`config.mk`:
```
export PLATFORM = sky130hd
export DESIGN_NAME = sconv_cmd_port
export DESIGN_NICKNAME = d
export VERILOG_FILES = /design/src/rtl/sconv_pkg.sv /design/src/rtl/sconv_sync.sv /design/src/rtl/sconv_frame_ctl.sv /design/src/rtl/sconv_op_exec.sv /design/src/rtl/sconv_tx_shift.sv /design/src/rtl/sconv_cmd_port.sv
export SDC_FILE = /design/constraint.sdc
export NUM_CORES = 1
export LEC_CHECK = 0
export BUFFER_PORTS_ARGS = -buffer_cell sky130_fd_sc_hd__buf_2
export CORE_MARGIN = 2
export CORE_UTILIZATION = 47
export DETAILED_ROUTE_END_ITERATION = 12
export PLACE_DENSITY_LB_ADDON = 0.1
export SLEW_MARGIN = 5
export SYNTH_ARGS = -nofsm -noshare
export SYNTH_HDL_FRONTEND = slang
export SYNTH_SLANG_ARGS = --single-unit
```
`constraint.sdc`:
```
create_clock -name clk -period 2.4 [get_ports clk]
set_input_delay 0.24 -clock clk [delete_from_list [all_inputs] [get_ports clk]]
set_output_delay 0.24 -clock clk [all_outputs]
set_load 0.005 [all_outputs]
```
`src/rtl/sconv_pkg.sv`:
```
package sconv_pkg;
  localparam int OP_W = 4;
  localparam logic [3:0] OP_PWRDN   = 4'h8;
  localparam logic [3:0] OP_RSVD    = 4'h9;
  localparam logic [3:0] OP_CFGWR   = 4'hA;
  localparam logic [3:0] OP_TMID    = 4'hB;
  localparam logic [3:0] OP_TLO     = 4'hC;
  localparam logic [3:0] OP_THI     = 4'hD;
  localparam logic [3:0] OP_FIFORD  = 4'hE;
  localparam logic [3:0] OP_DEFAULT = 4'hF;

  function automatic logic op_is_conv(input logic [3:0] op);
    return (op[3] == 1'b0) || (op == OP_TMID) || (op == OP_TLO) || (op == OP_THI);
  endfunction

  function automatic logic op_has_data(input logic [3:0] op);
    return op_is_conv(op) || (op == OP_FIFORD);
  endfunction
endpackage

```
`src/rtl/sconv_sync.sv`:
```
module sconv_sync #(
  parameter int W = 4,
  parameter int STAGES = 2,
  parameter logic [W-1:0] RST_VAL = '0
) (
  input  logic         clk,
  input  logic         rst,
  input  logic [W-1:0] d,
  output logic [W-1:0] q
);
  genvar g;
  generate
    for (g = 0; g < W; g++) begin : g_bit
      logic [STAGES-1:0] chain;
      always_ff @(posedge clk) begin
        if (rst) chain <= {STAGES{RST_VAL[g]}};
        else     chain <= {chain[STAGES-2:0], d[g]};
      end
      assign q[g] = chain[STAGES-1];
    end
  endgenerate
endmodule

```
`src/rtl/sconv_frame_ctl.sv`:
```
module sconv_frame_ctl #(
  parameter int OP_W = 4,
  parameter int FRAME_W = 16
) (
  input  logic               clk,
  input  logic               rst,
  input  logic               cs_n_s,
  input  logic               fs_s,
  input  logic               sclk_s,
  input  logic               sdi_s,
  output logic               frame_start,
  output logic               active,
  output logic               shift_evt,
  output logic               cs_rise,
  output logic               op_valid,
  output logic [OP_W-1:0]    op_q,
  output logic               frame_done,
  output logic [FRAME_W-1:0] rx_q
);
  localparam int CNT_W = $clog2(FRAME_W + 1);
  localparam logic [CNT_W-1:0] LAST_IDX = CNT_W'(FRAME_W - 1);
  localparam logic [CNT_W-1:0] FULL_CNT = CNT_W'(FRAME_W);
  localparam logic [CNT_W-1:0] OP_IDX   = CNT_W'(OP_W - 1);

  logic cs_n_d, fs_d, sclk_d;
  logic cs_fall, fs_rise, sclk_rise, sclk_fall;
  logic [CNT_W-1:0] rise_cnt, fall_cnt;

  always_ff @(posedge clk) begin
    if (rst) begin
      cs_n_d <= 1'b1;
      fs_d   <= 1'b0;
      sclk_d <= 1'b0;
    end else begin
      cs_n_d <= cs_n_s;
      fs_d   <= fs_s;
      sclk_d <= sclk_s;
    end
  end

  assign cs_fall     = cs_n_d & ~cs_n_s;
  assign cs_rise     = ~cs_n_d & cs_n_s;
  assign fs_rise     = ~fs_d & fs_s;
  assign sclk_rise   = ~sclk_d & sclk_s;
  assign sclk_fall   = sclk_d & ~sclk_s;
  assign frame_start = cs_fall | (fs_rise & ~cs_n_s);
  assign shift_evt   = active & sclk_fall & ~frame_start;

  always_ff @(posedge clk) begin
    if (rst) begin
      active     <= 1'b0;
      rise_cnt   <= '0;
      fall_cnt   <= '0;
      rx_q       <= '0;
      op_q       <= '0;
      op_valid   <= 1'b0;
      frame_done <= 1'b0;
    end else begin
      op_valid   <= 1'b0;
      frame_done <= 1'b0;
      if (frame_start) begin
        active   <= 1'b1;
        rise_cnt <= '0;
        fall_cnt <= '0;
      end else if (active) begin
        if (sclk_rise && rise_cnt != FULL_CNT) begin
          rx_q     <= {rx_q[FRAME_W-2:0], sdi_s};
          rise_cnt <= rise_cnt + 1'b1;
          if (rise_cnt == OP_IDX) begin
            op_q     <= {rx_q[OP_W-2:0], sdi_s};
            op_valid <= 1'b1;
          end
        end
        if (sclk_fall) fall_cnt <= fall_cnt + 1'b1;
        if (sclk_fall && fall_cnt == LAST_IDX) begin
          active     <= 1'b0;
          frame_done <= (rise_cnt == FULL_CNT);
        end else if (cs_rise) begin
          active <= 1'b0;
        end
      end
    end
  end
endmodule

```
`src/rtl/sconv_op_exec.sv`:
```
module sconv_op_exec
  import sconv_pkg::*;
#(
  parameter int NUM_CH = 8,
  parameter int CFG_W = 12,
  parameter logic [CFG_W-1:0] CFG_RST = 12'h800
) (
  input  logic             clk,
  input  logic             rst,
  input  logic             op_valid,
  input  logic [OP_W-1:0]  op_q,
  input  logic             frame_done,
  input  logic [CFG_W-1:0] payload,
  output logic             blank,
  output logic             conv_start,
  output logic [OP_W-1:0]  conv_src,
  output logic             pwrdn_req,
  output logic             fifo_rd,
  output logic             fifo_rst,
  output logic [CFG_W-1:0] cfg_q
);
  logic [OP_W-1:0] src_map;

  generate
    if (NUM_CH < 8) begin : g_fold
      assign src_map = op_q[3] ? op_q : (op_q & OP_W'(NUM_CH - 1));
    end else begin : g_full
      assign src_map = op_q;
    end
  endgenerate

  assign blank = op_valid & ~op_has_data(op_q);

  always_ff @(posedge clk) begin
    if (rst) begin
      conv_start <= 1'b0;
      conv_src   <= '0;
      pwrdn_req  <= 1'b0;
      fifo_rd    <= 1'b0;
      fifo_rst   <= 1'b0;
      cfg_q      <= CFG_RST;
    end else begin
      conv_start <= 1'b0;
      pwrdn_req  <= 1'b0;
      fifo_rd    <= 1'b0;
      fifo_rst   <= 1'b0;
      if (op_valid) begin
        if (op_is_conv(op_q)) begin
          conv_start <= 1'b1;
          conv_src   <= src_map;
        end
        if (op_q == OP_PWRDN)   pwrdn_req <= 1'b1;
        if (op_q == OP_FIFORD)  fifo_rd   <= 1'b1;
        if (op_q == OP_DEFAULT) cfg_q     <= CFG_RST;
      end
      if (frame_done && op_q == OP_CFGWR) begin
        cfg_q    <= payload;
        fifo_rst <= 1'b1;
      end
    end
  end
endmodule

```
`src/rtl/sconv_tx_shift.sv`:
```
module sconv_tx_shift #(
  parameter int FRAME_W = 16,
  parameter int RES_W = 14
) (
  input  logic             clk,
  input  logic             rst,
  input  logic             load,
  input  logic [RES_W-1:0] result_in,
  input  logic             blank,
  input  logic             shift,
  output logic             sdo
);
  localparam int PAD_W = FRAME_W - RES_W;
  logic [FRAME_W-1:0] tx_q, tx_nx;

  always_comb begin
    tx_nx = tx_q;
    if (blank) tx_nx[FRAME_W-2:0] = '0;
    if (shift) tx_nx = {tx_nx[FRAME_W-2:0], 1'b0};
    if (load)  tx_nx = {result_in, {PAD_W{1'b0}}};
  end

  always_ff @(posedge clk) begin
    if (rst) tx_q <= '0;
    else     tx_q <= tx_nx;
  end

  assign sdo = tx_q[FRAME_W-1];
endmodule

```
`src/rtl/sconv_cmd_port.sv`:
```
module sconv_cmd_port
  import sconv_pkg::*;
#(
  parameter int NUM_CH = 8,
  parameter int RES_W = 14,
  parameter int CFG_W = 12,
  parameter int SYNC_STAGES = 2
) (
  input  logic             clk,
  input  logic             rst,
  input  logic             cs_n,
  input  logic             fs,
  input  logic             sclk,
  input  logic             sdi,
  input  logic [RES_W-1:0] result_in,
  output logic             sdo,
  output logic             sdo_oe,
  output logic             conv_start,
  output logic [3:0]       conv_src,
  output logic             pwrdn_req,
  output logic             fifo_rd,
  output logic             fifo_rst,
  output logic [CFG_W-1:0] cfg_q
);
  localparam int FRAME_W = OP_W + CFG_W;

  logic [3:0] pins_s;
  logic frame_start, active, shift_evt, cs_rise, op_valid, frame_done, blank;
  logic [OP_W-1:0] op_q;
  logic [FRAME_W-1:0] rx_q;

  sconv_sync #(.W(4), .STAGES(SYNC_STAGES), .RST_VAL(4'b1000)) sync_i (
    .clk(clk), .rst(rst), .d({cs_n, fs, sclk, sdi}), .q(pins_s)
  );

  sconv_frame_ctl #(.OP_W(OP_W), .FRAME_W(FRAME_W)) frame_i (
    .clk(clk), .rst(rst),
    .cs_n_s(pins_s[3]), .fs_s(pins_s[2]), .sclk_s(pins_s[1]), .sdi_s(pins_s[0]),
    .frame_start(frame_start), .active(active), .shift_evt(shift_evt),
    .cs_rise(cs_rise), .op_valid(op_valid), .op_q(op_q),
    .frame_done(frame_done), .rx_q(rx_q)
  );

  sconv_op_exec #(.NUM_CH(NUM_CH), .CFG_W(CFG_W)) exec_i (
    .clk(clk), .rst(rst), .op_valid(op_valid), .op_q(op_q),
    .frame_done(frame_done), .payload(rx_q[CFG_W-1:0]), .blank(blank),
    .conv_start(conv_start), .conv_src(conv_src), .pwrdn_req(pwrdn_req),
    .fifo_rd(fifo_rd), .fifo_rst(fifo_rst), .cfg_q(cfg_q)
  );

  sconv_tx_shift #(.FRAME_W(FRAME_W), .RES_W(RES_W)) tx_i (
    .clk(clk), .rst(rst), .load(frame_start), .result_in(result_in),
    .blank(blank), .shift(shift_evt), .sdo(sdo)
  );

  assign sdo_oe = active;
endmodule

```
==> out/qor.csv, run 1 <==
stage;metric;value;unit
run_status;outcome;finished, final reports clean;
logic_synthesis;EDFF count, synth;0;
floorplan;Initial Util;0.483;
clock_network;Clk Tree Root Cell;clkbuf_8;
floorplan;Ports;42;
hold_path;Hold Path Depth;2;
timing;setup TNS;0;ns
logic_synthesis;FFs w/ async S/R, synth;0;
clock_network;H-tree Lvls;3;
drt;Final ANT Viol Nets;0;
logic_synthesis;cell taking the most area after synthesis;dfxtp_1;
logic_synthesis;Synth Warn #;0;
critical_path;crit-path cells;and3b_1 > mux2_1 > nand3_1 > a21oi_1;
power_and_ir_drop;reported leakage power;1.40;nW
logic_synthesis;ys flop type;dfxtp_1;
global_routing;first-pass GRT wire length;9.52;mm
critical_path;reg2reg end;tx_i.tx_q[13]$_SDFF_PP0_;
drt;metal2 WL;2.60;mm
finish;Layout area overhead;14.2;%
placement;PortBufs;41;
clock_network;CTS max path bufs;2;
global_routing;gr ovfl total;0;
drt;vias per cell;5.25;
drt;metal3 WL;183;um
floorplan;Core Footprint;0.00631;mm2
logic_synthesis;Yosys cell types;42;
critical_path;Worst R2R Path Depth;4;
drt;DRC;0;
logic_synthesis;share of the synthesized area in the top cell type;0.499;
critical_path;Crit path required time;2.61;ns
critical_path;crit path max fanout;15;
clock_network;Post-CTS Resized;0;
drt;drt total wl;5.49;mm
placement;HPWL Detailed;3.65;mm
hold_path;Hold Path Origin;cs_n;
critical_path;Worst Setup SP;frame_i.active$_SDFF_PP0_;
critical_path;R2R Setup Slk;0.71;ns
floorplan;die height;84.5;um
logic_synthesis;Seq cells post-synth;76;
floorplan;# rows;29;
timing;skew final;0.0126;ns
logic_synthesis;Area contributors post-synth;dfxtp_1 50%, a21oi_1 4.9%, mux2_1 4.8%, nand3_1 4.8%, a22o_1 3.2%;
finish;design area;0.00348;mm2
timing;final critical-path share of the clock period;0.704;
logic_synthesis;Mapped Nets;334;
logic_synthesis;Cells after Synth;310;
clock_network;clk_lat worst skew;0.35;ns
logic_synthesis;Netlist Area Pre-Place;0.00305;mm2
drt;vias;2245;
global_routing;number of global-route vias before repair;2065;
finish;nets;370;
finish;layout cells sized above 1;0.222;
critical_path;Crit Path Class;reg -> reg;
placement;Placed Area;0.00327;mm2
drt;DR pass1 iterations;4;
power_and_ir_drop;P per Cell Area;683;mW/mm2
timing;Worst Max-Slew Pin Slew;0.640;ns
clock_network;CTS buffer count;9;
power_and_ir_drop;peak supply drop;0.443;mV
drt;max layer used;met4;
drt;DR WL/cell;12.8;um
hold_path;Hold Path Class;in -> reg;
logic_synthesis;sequential area share after synthesis;0.499;
critical_path;worst path arrival time;1.90;ns
clock_network;CTS clk-pin slew, worst paths;0.08;ns
placement;Final Wtd Congestion;0.783;
timing;minimum clock period;1.69;ns
critical_path;CP endpoint kind;register;
timing;# setup viols final;0;
global_routing;total track usage;0.165;
finish;commonest non-fill, non-tap cell in the layout;dfxtp_1;
timing;Max-slew headroom;0.573;
drt;drt initial violations;60;
clock_network;Post-CTS Hold Fix Bufs;0;
drt;wl on met1;2.65;mm
hold_path;worst-case hold path end point;sync_i.g_bit[3].chain[0]$_SDFF_PP1_;
global_routing;initial antenna violation count;0;
critical_path;Slowest-stage cell, CP;and3b_1;
critical_path;CP top delay family;simple AND/OR/NAND/NOR gates;
finish;most frequent cells in the layout;76 x dfxtp_1, 41 x buf_2, 30 x a21oi_1;
timing;Final Hold Viols;0;
floorplan;die width;84.5;um
finish;n_diodes;0;
floorplan;total die area;0.00714;mm2
critical_path;Critical Path Max Stage Delay;0.60;ns
flow_run;MaxCap Viol Count;0;
clock_network;Post-CTS Setup Inserts;0;
critical_path;crit path launch type;register;
clock_network;CTS tree;built;
timing;achievable frequency;592;MHz
critical_path;worst path bufs/invs;0;
global_routing;largest net degree at the start of global routing;40;
timing;RSZ-0062 raised after global routing;no;
critical_path;RR Startpoint;frame_i.active$_SDFF_PP0_;
timing;Slew Limit Fails;0;
logic_synthesis;synthesized area per cell;9.83;um2
clock_network;# clock sinks;76;
per-layer routing:
metal | GRT usage | up-vias
li1 | - | 1153
met1 | 0.206 | 1053
met2 | 0.271 | 33
met3 | 0.0560 | 6
met4 | 0.0519 | 0
met5 | 0 | -
power by group:
group | switching (mW) | internal (mW)
logic | 0.0495 | 0.0365
registers | 0.00857 | 1.28
clock network | 0.488 | 0.518
cell usage after synthesis (all sizes together), types with 11 or more instances:
cell   instances
a21oi         30
a22o          11
buf           14
dfxtp         76
mux2          14
nand2         23
nand3         30
nor2          13
nor2b         13
o21ai         13
logic make-up (layout without fill, tap and decap cells):
group / Yosys count / count (layout) / share of synthesized area
AO/OA/AOI/OAI: 62 / 62 / 0.134
XOR/XNOR: 7 / 7 / 0.0201
adder cells (fa/ha/maj): 4 / 4 / 0.0164
buffers and inverters: 29 / 70 / 0.0485
flip-flops: 76 / 76 / 0.499
multiplexers: 22 / 22 / 0.0793
AND/OR/NAND/NOR: 110 / 110 / 0.202
how the worst max path moves through the flow:
stage	slack, ns	cells after the start	to
after floorplan	0.91	7	frame_i.op_q[3]$_SDFFE_PP0P_
after global placement	0.73	5	frame_i.fall_cnt[3]$_SDFFE_PP0P_
after detailed placement	0.70	4	tx_i.tx_q[10]$_SDFF_PP0_
after CTS	0.69	4	tx_i.tx_q[2]$_SDFF_PP0_
after global routing	0.55	4	tx_i.tx_q[4]$_SDFF_PP0_
final	0.71	4	tx_i.tx_q[13]$_SDFF_PP0_
layout make-up:
type	instances	area [um2]
Fill cell	600	2830
Sequential cell	76	1520
Multi-Input combinational cell	205	1380
Timing Repair Buffer	47	250
Clock buffer	10	138
Tap cell	77	96.3
Clock inverter	6	70.1
Inverter	7	26.3
registers in the layout (all words and copies together) (netlist names), 4 cells and up:
register and flops:
exec_i.cfg_q 12, exec_i.conv_src 4, frame_i.fall_cnt 5, frame_i.op_q 4, frame_i.rise_cnt 5, frame_i.rx_q 12
sync_i.g_bit.chain 8, tx_i.tx_q 16
stage by stage:
stage / worst slack, ns / std cells / util / hold slack [ns] / total power [mW]
after floorplan: 0.909 / 310 / - / 0.344 / 1.37
after global placement: 0.733 / 412 / 0.518 / 0.401 / 1.40
after detailed placement: 0.698 / 412 / 0.518 / 0.402 / 1.40
after CTS: 0.687 / 428 / 0.551 / 0.0558 / 2.41
after global routing: 0.552 / 428 / 0.551 / 0.0557 / 2.47
final: 0.709 / 428 / 0.551 / 0.0712 / 2.38
(Power assumes the default switching activity.)
==> run 2: changes to the inputs <==
--- a/config.mk
+++ b/config.mk
@@ -5,6 +5,7 @@
 export SDC_FILE = /design/constraint.sdc
 export NUM_CORES = 1
 export LEC_CHECK = 0
+export ABC_AREA = 1
 export BUFFER_PORTS_ARGS = -buffer_cell sky130_fd_sc_hd__buf_2
 export CORE_MARGIN = 2
 export CORE_UTILIZATION = 47
==> constraint.sdc (replaced) <==
create_clock -name clk -period 1.7 [get_ports clk]
set_input_delay 0.17 -clock clk [delete_from_list [all_inputs] [get_ports clk]]
set_output_delay 0.17 -clock clk [all_outputs]
set_load 0.005 [all_outputs]
==> run 2 against run 1 <==
  * Hold slack got worse by 0.050 ns
  * Via count up 15%
  * Combinational power grew 72%
  * Largest cell class unchanged
==> out/qor.csv, run 2 <==
stage;metric;value;unit;change
timing;setup TNS;0;ns;unchanged
logic_synthesis;synthesized area per cell;7.81;um2;-20%
timing;Worst Max-Slew Pin Slew;0.360;ns;-0.280 ns
finish;n_diodes;0;;unchanged
logic_synthesis;sequential area share after synthesis;0.488;;-0.0114
drt;drt total wl;5.97;mm;+8.9%
logic_synthesis;Yosys cell types;29;;-31%
placement;Placed Area;0.00335;mm2;+2.4%
clock_network;H-tree Lvls;3;;unchanged
timing;minimum clock period;1.52;ns;-0.175 ns
finish;layout cells sized above 1;0.196;;-0.0267
drt;drt initial violations;122;;+100%
logic_synthesis;Seq cells post-synth;76;;unchanged
finish;most frequent cells in the layout;77 x nand2_1, 76 x dfxtp_1, 52 x nand3_1;;
logic_synthesis;Mapped Nets;423;;+27%
floorplan;die height;85.5;um;+1.1%
global_routing;total track usage;0.174;;+0.00849
logic_synthesis;Post-synth top cells;77 x nand2_1, 76 x dfxtp_1, 52 x nand3_1, 39 x inv_1, 35 x o21ai_0;;
drt;DR WL/cell;11.4;um;-11%
global_routing;number of global-route vias before repair;2319;;+12%
drt;vias per cell;4.95;;-5.6%
clock_network;CTS clk-pin slew, worst paths;0.08;ns;about the same
timing;achievable frequency;660;MHz;+12%
clock_network;CTS buffer count;9;;unchanged
critical_path;CP endpoint kind;register;;
clock_network;CTS tree;built;;
finish;# fillers;641;;+6.8%
critical_path;crit path launch type;register;;
timing;final critical-path share of the clock period;0.892;;+0.187
drt;Final ANT Viol Nets;0;;unchanged
logic_synthesis;ys flop type;dfxtp_1;;
finish;top flop regs;tx_i.tx_q x16, exec_i.cfg_q x12, frame_i.rx_q x12;;
timing;WHS;0.0216;ns;-0.0496 ns
floorplan;total die area;0.00730;mm2;+2.2%
critical_path;Crit path required time;1.93;ns;-0.68 ns
clock_network;Clk Tree Root Cell;clkbuf_8;;
power_and_ir_drop;reported leakage power;1.60;nW;+14%
logic_synthesis;Synth Warn #;0;;unchanged
floorplan;die width;85.5;um;+1.1%
drt;DRC;0;;unchanged
finish;commonest non-fill, non-tap cell in the layout;nand2_1;;
timing;skew final;0.00593;ns;-0.00664 ns
finish;most flop-heavy register;tx_i.tx_q;;
floorplan;Initial Util;0.488;;+0.00568
hold_path;Hold Path Class;in -> reg;;
logic_synthesis;top-count cell post-synth;nand2_1;;
logic_synthesis;share of the synthesized area in the top cell type;0.488;;-0.0114
global_routing;first-pass GRT wire length;10.2;mm;+7.0%
global_routing;gr ovfl total;0;;unchanged
finish;Layout area overhead;15.7;%;
logic_synthesis;EDFF count, synth;0;;unchanged
placement;PortBufs;41;;unchanged
placement;HPWL Detailed;4.07;mm;+11%
global_routing;largest net degree at the start of global routing;33;;-18%
clock_network;# clock sinks;76;;unchanged
logic_synthesis;Area contributors post-synth;dfxtp_1 49%, nand2_1 9.3%, nand3_1 8.3%, o21ai_0 5.6%, inv_1 4.7%;;
drt;vias;2584;;+15%
critical_path;crit path max fanout;9;;-6
drt;DR pass1 iterations;5;;+1
clock_network;CTS max path bufs;2;;unchanged
flow_run;MaxCap Viol Count;0;;unchanged
logic_synthesis;FFs w/ async S/R, synth;0;;unchanged
finish;nets;464;;+25%
global_routing;initial antenna violation count;0;;unchanged
logic_synthesis;Cells after Synth;399;;+29%
timing;RSZ-0062 raised after global routing;no;;
power_and_ir_drop;P per Cell Area;1000;mW/mm2;+47%
placement;Final Wtd Congestion;0.787;;+0.50%
logic_synthesis;Netlist Area Pre-Place;0.00312;mm2;+2.3%
critical_path;Crit Path Class;reg -> reg;;
finish;number of flip-flops under the largest register name;16;;unchanged
power_and_ir_drop;peak supply drop;0.629;mV;+42%
timing;Slew Limit Fails;0;;unchanged
placement;Place WS;0.143;ns;-0.556 ns
run_status;outcome;finished, final reports clean;;
finish;design area;0.00361;mm2;+3.6%
clock_network;Post-CTS Setup Inserts;0;;unchanged
clock_network;clk_lat worst skew;0.34;ns;about the same
critical_path;worst path arrival time;1.75;ns;-0.15 ns
floorplan;Ports;42;;unchanged
timing;# setup viols final;0;;unchanged
logic_synthesis;cell taking the most area after synthesis;dfxtp_1;;
timing;Max-slew headroom;0.759;;+0.186
floorplan;# rows;29;;unchanged
timing;Final Hold Viols;0;;unchanged
timing;fin worst setup slack;0.184;ns;-0.525 ns
floorplan;Core Footprint;0.00639;mm2;+1.1%
==> run 2: changes by cell type in the layout (fill, tap and decap cells not counted), sizes merged, moves of 11 or more <==
cell	before	now
mux2	14	0
nand2	23	79
nor3	2	18
a21oi	30	16
nor2b	13	0
nand3	30	55
o21ai	13	35
nor2	13	39
a22o	11	0
inv	9	46
==> run 2: cells by family after synthesis <==
kind of cell               synth area share
DFF                                   0.488
and+or+nand+nor                       0.298
adders and majority gates            0.0161
xor gates and xnor gates            0.00562
AOI/OAI and AO/OA                    0.0915
buffers and inverters                 0.101
==> run 2: worst paths after layout <==
kind	from	endpoint	cells past startpoint	slack, ns
max	frame_i.rise_cnt[0]$_SDFFE_PP0P_	frame_i.op_q[1]$_SDFFE_PP0P_	7	0.18
min	fs	sync_i.g_bit[2].chain[0]$_SDFF_PP0_	3	0.02
max reg2reg	frame_i.rise_cnt[0]$_SDFFE_PP0P_	frame_i.op_q[1]$_SDFFE_PP0P_	7	0.18
min reg2reg	sync_i.g_bit[0].chain[0]$_SDFF_PP0_	sync_i.g_bit[0].chain[1]$_SDFF_PP0_	2	0.40
==> run 2: worst max-delay path, cell delays in order (launching register included) <==
cell and delay [ns]:
dfxtp_1 0.38, inv_1 0.08, ha_1 0.21, nand3_2 0.10
nand4_4 0.18, buf_4 0.23, nor3_1 0.16, nor2_1 0.07
==> run 2: timing repair <==
| action | in CTS | in global routing |
|---|---|---|
| resized for setup | 0 | 1 |
| setup endpoints to repair | 0 | 14 |
| hold endpoints to repair | 1 | 0 |
| hold buffers | 1 | 0 |
==> run 2: through the flow <==
| step | cells | utilization | total power [mW] |
|---|---|---|---|
| floorplan | 399 | - | 1.97 |
| global placement | 505 | 0.524 | 2.01 |
| detailed placement | 505 | 0.524 | 2.02 |
| CTS | 522 | 0.563 | 3.66 |
| global route | 522 | 0.565 | 3.74 |
| finish | 522 | 0.565 | 3.61 |
==> run 2: power by group <==
group          switching (mW)  internal [mW]
clock network           0.670          0.969
registers              0.0181           1.81
logic                  0.0890         0.0585
==> run 2: metal layers <==
layer	global-route usage	part of all wire
met2	0.268	0.44
met1	0.231	0.50
met4	0.0909	0.017
met5	0	0
met3	0.0321	0.040
==> run 2: final cells by class <==
class,count,area (um2),share of cell area
well taps,77,96.3,0.0267
clock inverters,7,115,0.0319
inverters,46,173,0.0479
clock buffers,9,124,0.0344
repair buffers,50,288,0.0798
flip-flops and latches,76,1520,0.422
multi-input cells,257,1290,0.357
==> run 3: changes to the inputs <==
--- a/config.mk
+++ b/config.mk
@@ -7,7 +7,7 @@
 export LEC_CHECK = 0
 export ABC_AREA = 1
 export BUFFER_PORTS_ARGS = -buffer_cell sky130_fd_sc_hd__buf_2
-export CORE_MARGIN = 2
+export CORE_MARGIN = 8
 export CORE_UTILIZATION = 47
 export DETAILED_ROUTE_END_ITERATION = 12
 export PLACE_DENSITY_LB_ADDON = 0.1
==> constraint.sdc (replaced) <==
create_clock -name clk -period 1.65 [get_ports clk]
set_input_delay 0.165 -clock clk [delete_from_list [all_inputs] [get_ports clk]]
set_output_delay 0.165 -clock clk [all_outputs]
set_load 0.005 [all_outputs]
==> run 3 against run 2 <==
  * Global-route usage shrank 3.8 points
  * Register-to-register slack lost 0.05 ns
  * Clock skew grew 0.0029 ns
  * Wire length grew 3.9%
  * Non-clock buffer count grew 1
  * Core utilization grew 0.14 points
  * Worst setup slack lost 0.050 ns
  * Largest cell class unchanged
  * Via count shrank 0.74%
  * First-iteration DRC count grew 20%
  * Power grew 3.5%
  * Highest routed layer unchanged
==> out/qor.csv, run 3 (synthesis results as in run 2) <==
stage;metric;value;unit;change
clock_network;# clock sinks;76;;unchanged
critical_path;Worst R2R Path Depth;8;;+1
floorplan;die width;97.5;um;+14%
global_routing;initial antenna violation count;0;;unchanged
floorplan;total die area;0.00950;mm2;+30%
placement;PortBufs;41;;unchanged
run_status;outcome;finished, final reports clean;;
finish;top flop regs;tx_i.tx_q x16, exec_i.cfg_q x12, frame_i.rx_q x12;;
clock_network;Post-CTS Resized;0;;unchanged
finish;n_diodes;0;;unchanged
hold_path;Hold Path Origin;sdi;;
timing;final critical-path share of the clock period;0.919;;+0.0272
drt;Final ANT Viol Nets;0;;unchanged
floorplan;# rows;29;;unchanged
finish;Layout area overhead;15.9;%;
drt;DR WL/cell;11.9;um;+3.7%
global_routing;total track usage;0.135;;-0.0384
placement;Final Wtd Congestion;0.787;;about the same
floorplan;Initial Util;0.488;;unchanged
critical_path;RR Startpoint;frame_i.rise_cnt[0]$_SDFFE_PP0P_;;
clock_network;clk_lat worst skew;0.34;ns;about the same
drt;drt total wl;6.20;mm;+3.9%
timing;Worst Max-Slew Pin Slew;0.372;ns;+0.0118 ns
critical_path;Slowest-stage cell, CP;dfxtp_1;;
floorplan;Core Footprint;0.00639;mm2;unchanged
placement;HPWL Detailed;4.28;mm;+5.4%
critical_path;Crit path required time;1.92;ns;about the same
power_and_ir_drop;Pwr Total;3.74;mW;+3.5%
global_routing;number of global-route vias before repair;2393;;+3.2%
timing;# setup viols final;0;;unchanged
hold_path;Hold Path Depth;3;;unchanged
critical_path;worst path arrival time;1.79;ns;+0.04 ns
timing;setup TNS;0;ns;unchanged
clock_network;H-tree Lvls;3;;unchanged
critical_path;R2R Setup Slk;0.13;ns;-0.05 ns
hold_path;Hold Path Class;in -> reg;;
clock_network;CTS clk-pin slew, worst paths;0.08;ns;about the same
timing;Slew Limit Fails;0;;unchanged
drt;DR pass1 iterations;5;;unchanged
flow_run;MaxCap Viol Count;0;;unchanged
finish;nets;465;;+0.22%
clock_network;CTS buffer count;9;;unchanged
global_routing;gr ovfl total;0;;unchanged
timing;Final Hold Viols;0;;unchanged
timing;skew final;0.00879;ns;+0.00286 ns
finish;number of flip-flops under the largest register name;16;;unchanged
critical_path;crit-path cells;inv_1 > ha_1 > nand3_2 > nand4_4 > buf_4 > nor2_4 > nand2_1 > a21oi_1;;
global_routing;largest net degree at the start of global routing;30;;-9.1%
power_and_ir_drop;peak supply drop;0.758;mV;+21%
clock_network;CTS max path bufs;2;;unchanged
critical_path;Crit Path Class;reg -> reg;;
timing;minimum clock period;1.52;ns;+0.000219 ns
power_and_ir_drop;P per Cell Area;1030;mW/mm2;+3.2%
clock_network;Clk Tree Root Cell;clkbuf_8;;
power_and_ir_drop;reported leakage power;1.61;nW;+0.72%
finish;most flop-heavy register;tx_i.tx_q;;
drt;vias;2565;;-0.74%
critical_path;crit path max fanout;11;;+2
finish;layout cells sized above 1;0.197;;+0.00180
drt;drt initial violations;147;;+20%
timing;RSZ-0062 raised after global routing;no;;
hold_path;worst-case hold path end point;sync_i.g_bit[0].chain[0]$_SDFF_PP0_;;
global_routing;first-pass GRT wire length;10.9;mm;+6.8%
critical_path;crit path launch type;register;;
floorplan;die height;97.5;um;+14%
drt;DRC;0;;unchanged
finish;commonest non-fill, non-tap cell in the layout;nand2_1;;
floorplan;Ports;42;;unchanged
clock_network;Post-CTS Setup Inserts;0;;unchanged
timing;Max-slew headroom;0.751;;-0.00785
drt;vias per cell;4.90;;-0.93%
finish;most frequent cells in the layout;77 x nand2_1, 76 x dfxtp_1, 52 x nand3_1;;
clock_network;Post-CTS Hold Fix Bufs;1;;unchanged
critical_path;Critical Path Max Stage Delay;0.37;ns;about the same
clock_network;CTS tree;built;;
critical_path;reg2reg end;frame_i.op_q[3]$_SDFFE_PP0P_;;
timing;achievable frequency;660;MHz;about the same
critical_path;CP endpoint kind;register;;
==> run 3: cell count changes in the layout (fill, tap and decap cells not counted), sizes merged <==
cell	delta
buf	+1
clkinvlp	-1
inv	+1
==> run 3: metal layers <==
| layer | up-vias | track usage | wire (um) |
|---|---|---|---|
| met5 | - | 0 | 0 |
| li1 | 1366 | - | - |
| met4 | 0 | 0.0559 | 65 |
| met1 | 1145 | 0.174 | 3070 |
| met3 | 6 | 0.0384 | 290 |
| met2 | 48 | 0.206 | 2780 |
==> run 3: worst max path at each step <==
stage	endpoint	start	slack, ns
5_1_grt	frame_i.op_q[1]$_SDFFE_PP0P_	frame_i.rise_cnt[0]$_SDFFE_PP0P_	0.01
3_3_place_gp	frame_i.op_q[3]$_SDFFE_PP0P_	frame_i.rise_cnt[0]$_SDFFE_PP0P_	0.19
3_5_place_dp	frame_i.op_q[3]$_SDFFE_PP0P_	frame_i.rise_cnt[0]$_SDFFE_PP0P_	0.15
2_1_floorplan	frame_i.op_q[3]$_SDFFE_PP0P_	frame_i.rise_cnt[0]$_SDFFE_PP0P_	0.29
6_report	frame_i.op_q[3]$_SDFFE_PP0P_	frame_i.rise_cnt[0]$_SDFFE_PP0P_	0.13
4_1_cts	frame_i.fall_cnt[4]$_SDFFE_PP0P_	frame_i.fall_cnt[1]$_SDFFE_PP0P_	0.13
==> run 3: power breakdown <==
part / leakage [nW] / internal (mW) / switching [mW]
sequential: 0.615 / 1.86 / 0.0187
combinational: 0.871 / 0.0585 / 0.0913
clock: 0.120 / 1.01 / 0.693
total: 1.61 / 2.94 / 0.803
==> run 3: final cells by class <==
| class | count | area (um2) |
|---|---|---|
| tap | 77 | 96.3 |
| sequential | 76 | 1520 |
| inverter | 46 | 173 |
| multi-input combinational | 257 | 1280 |
| timing repair buffer | 51 | 295 |
| clock inverter | 7 | 124 |
| clock buffer | 9 | 124 |
| fill | 603 | 2770 |
==> run 3: worst max-delay path, delay by kind of cell (launching register included) <==
kind	cells	cell delay [ns]
AND/OR/NAND/NOR	4	0.43
flip-flops	1	0.37
buffers and inverters	2	0.30
adder cells (fa/ha/maj)	1	0.20
AO/OA/AOI/OAI	1	0.13
==> run 3: per-stage QoR <==
step,hold WS (ns),cells,area (um2),setup WS [ns],utilization
after floorplan,0.269,399,3120,0.287,-
after global placement,0.349,506,3360,0.192,0.526
after detailed placement,0.352,506,3360,0.152,0.526
after CTS,0.00769,523,3610,0.132,0.566
after global routing,0.00499,523,3610,0.0147,0.566
final,0.0245,523,3610,0.134,0.566
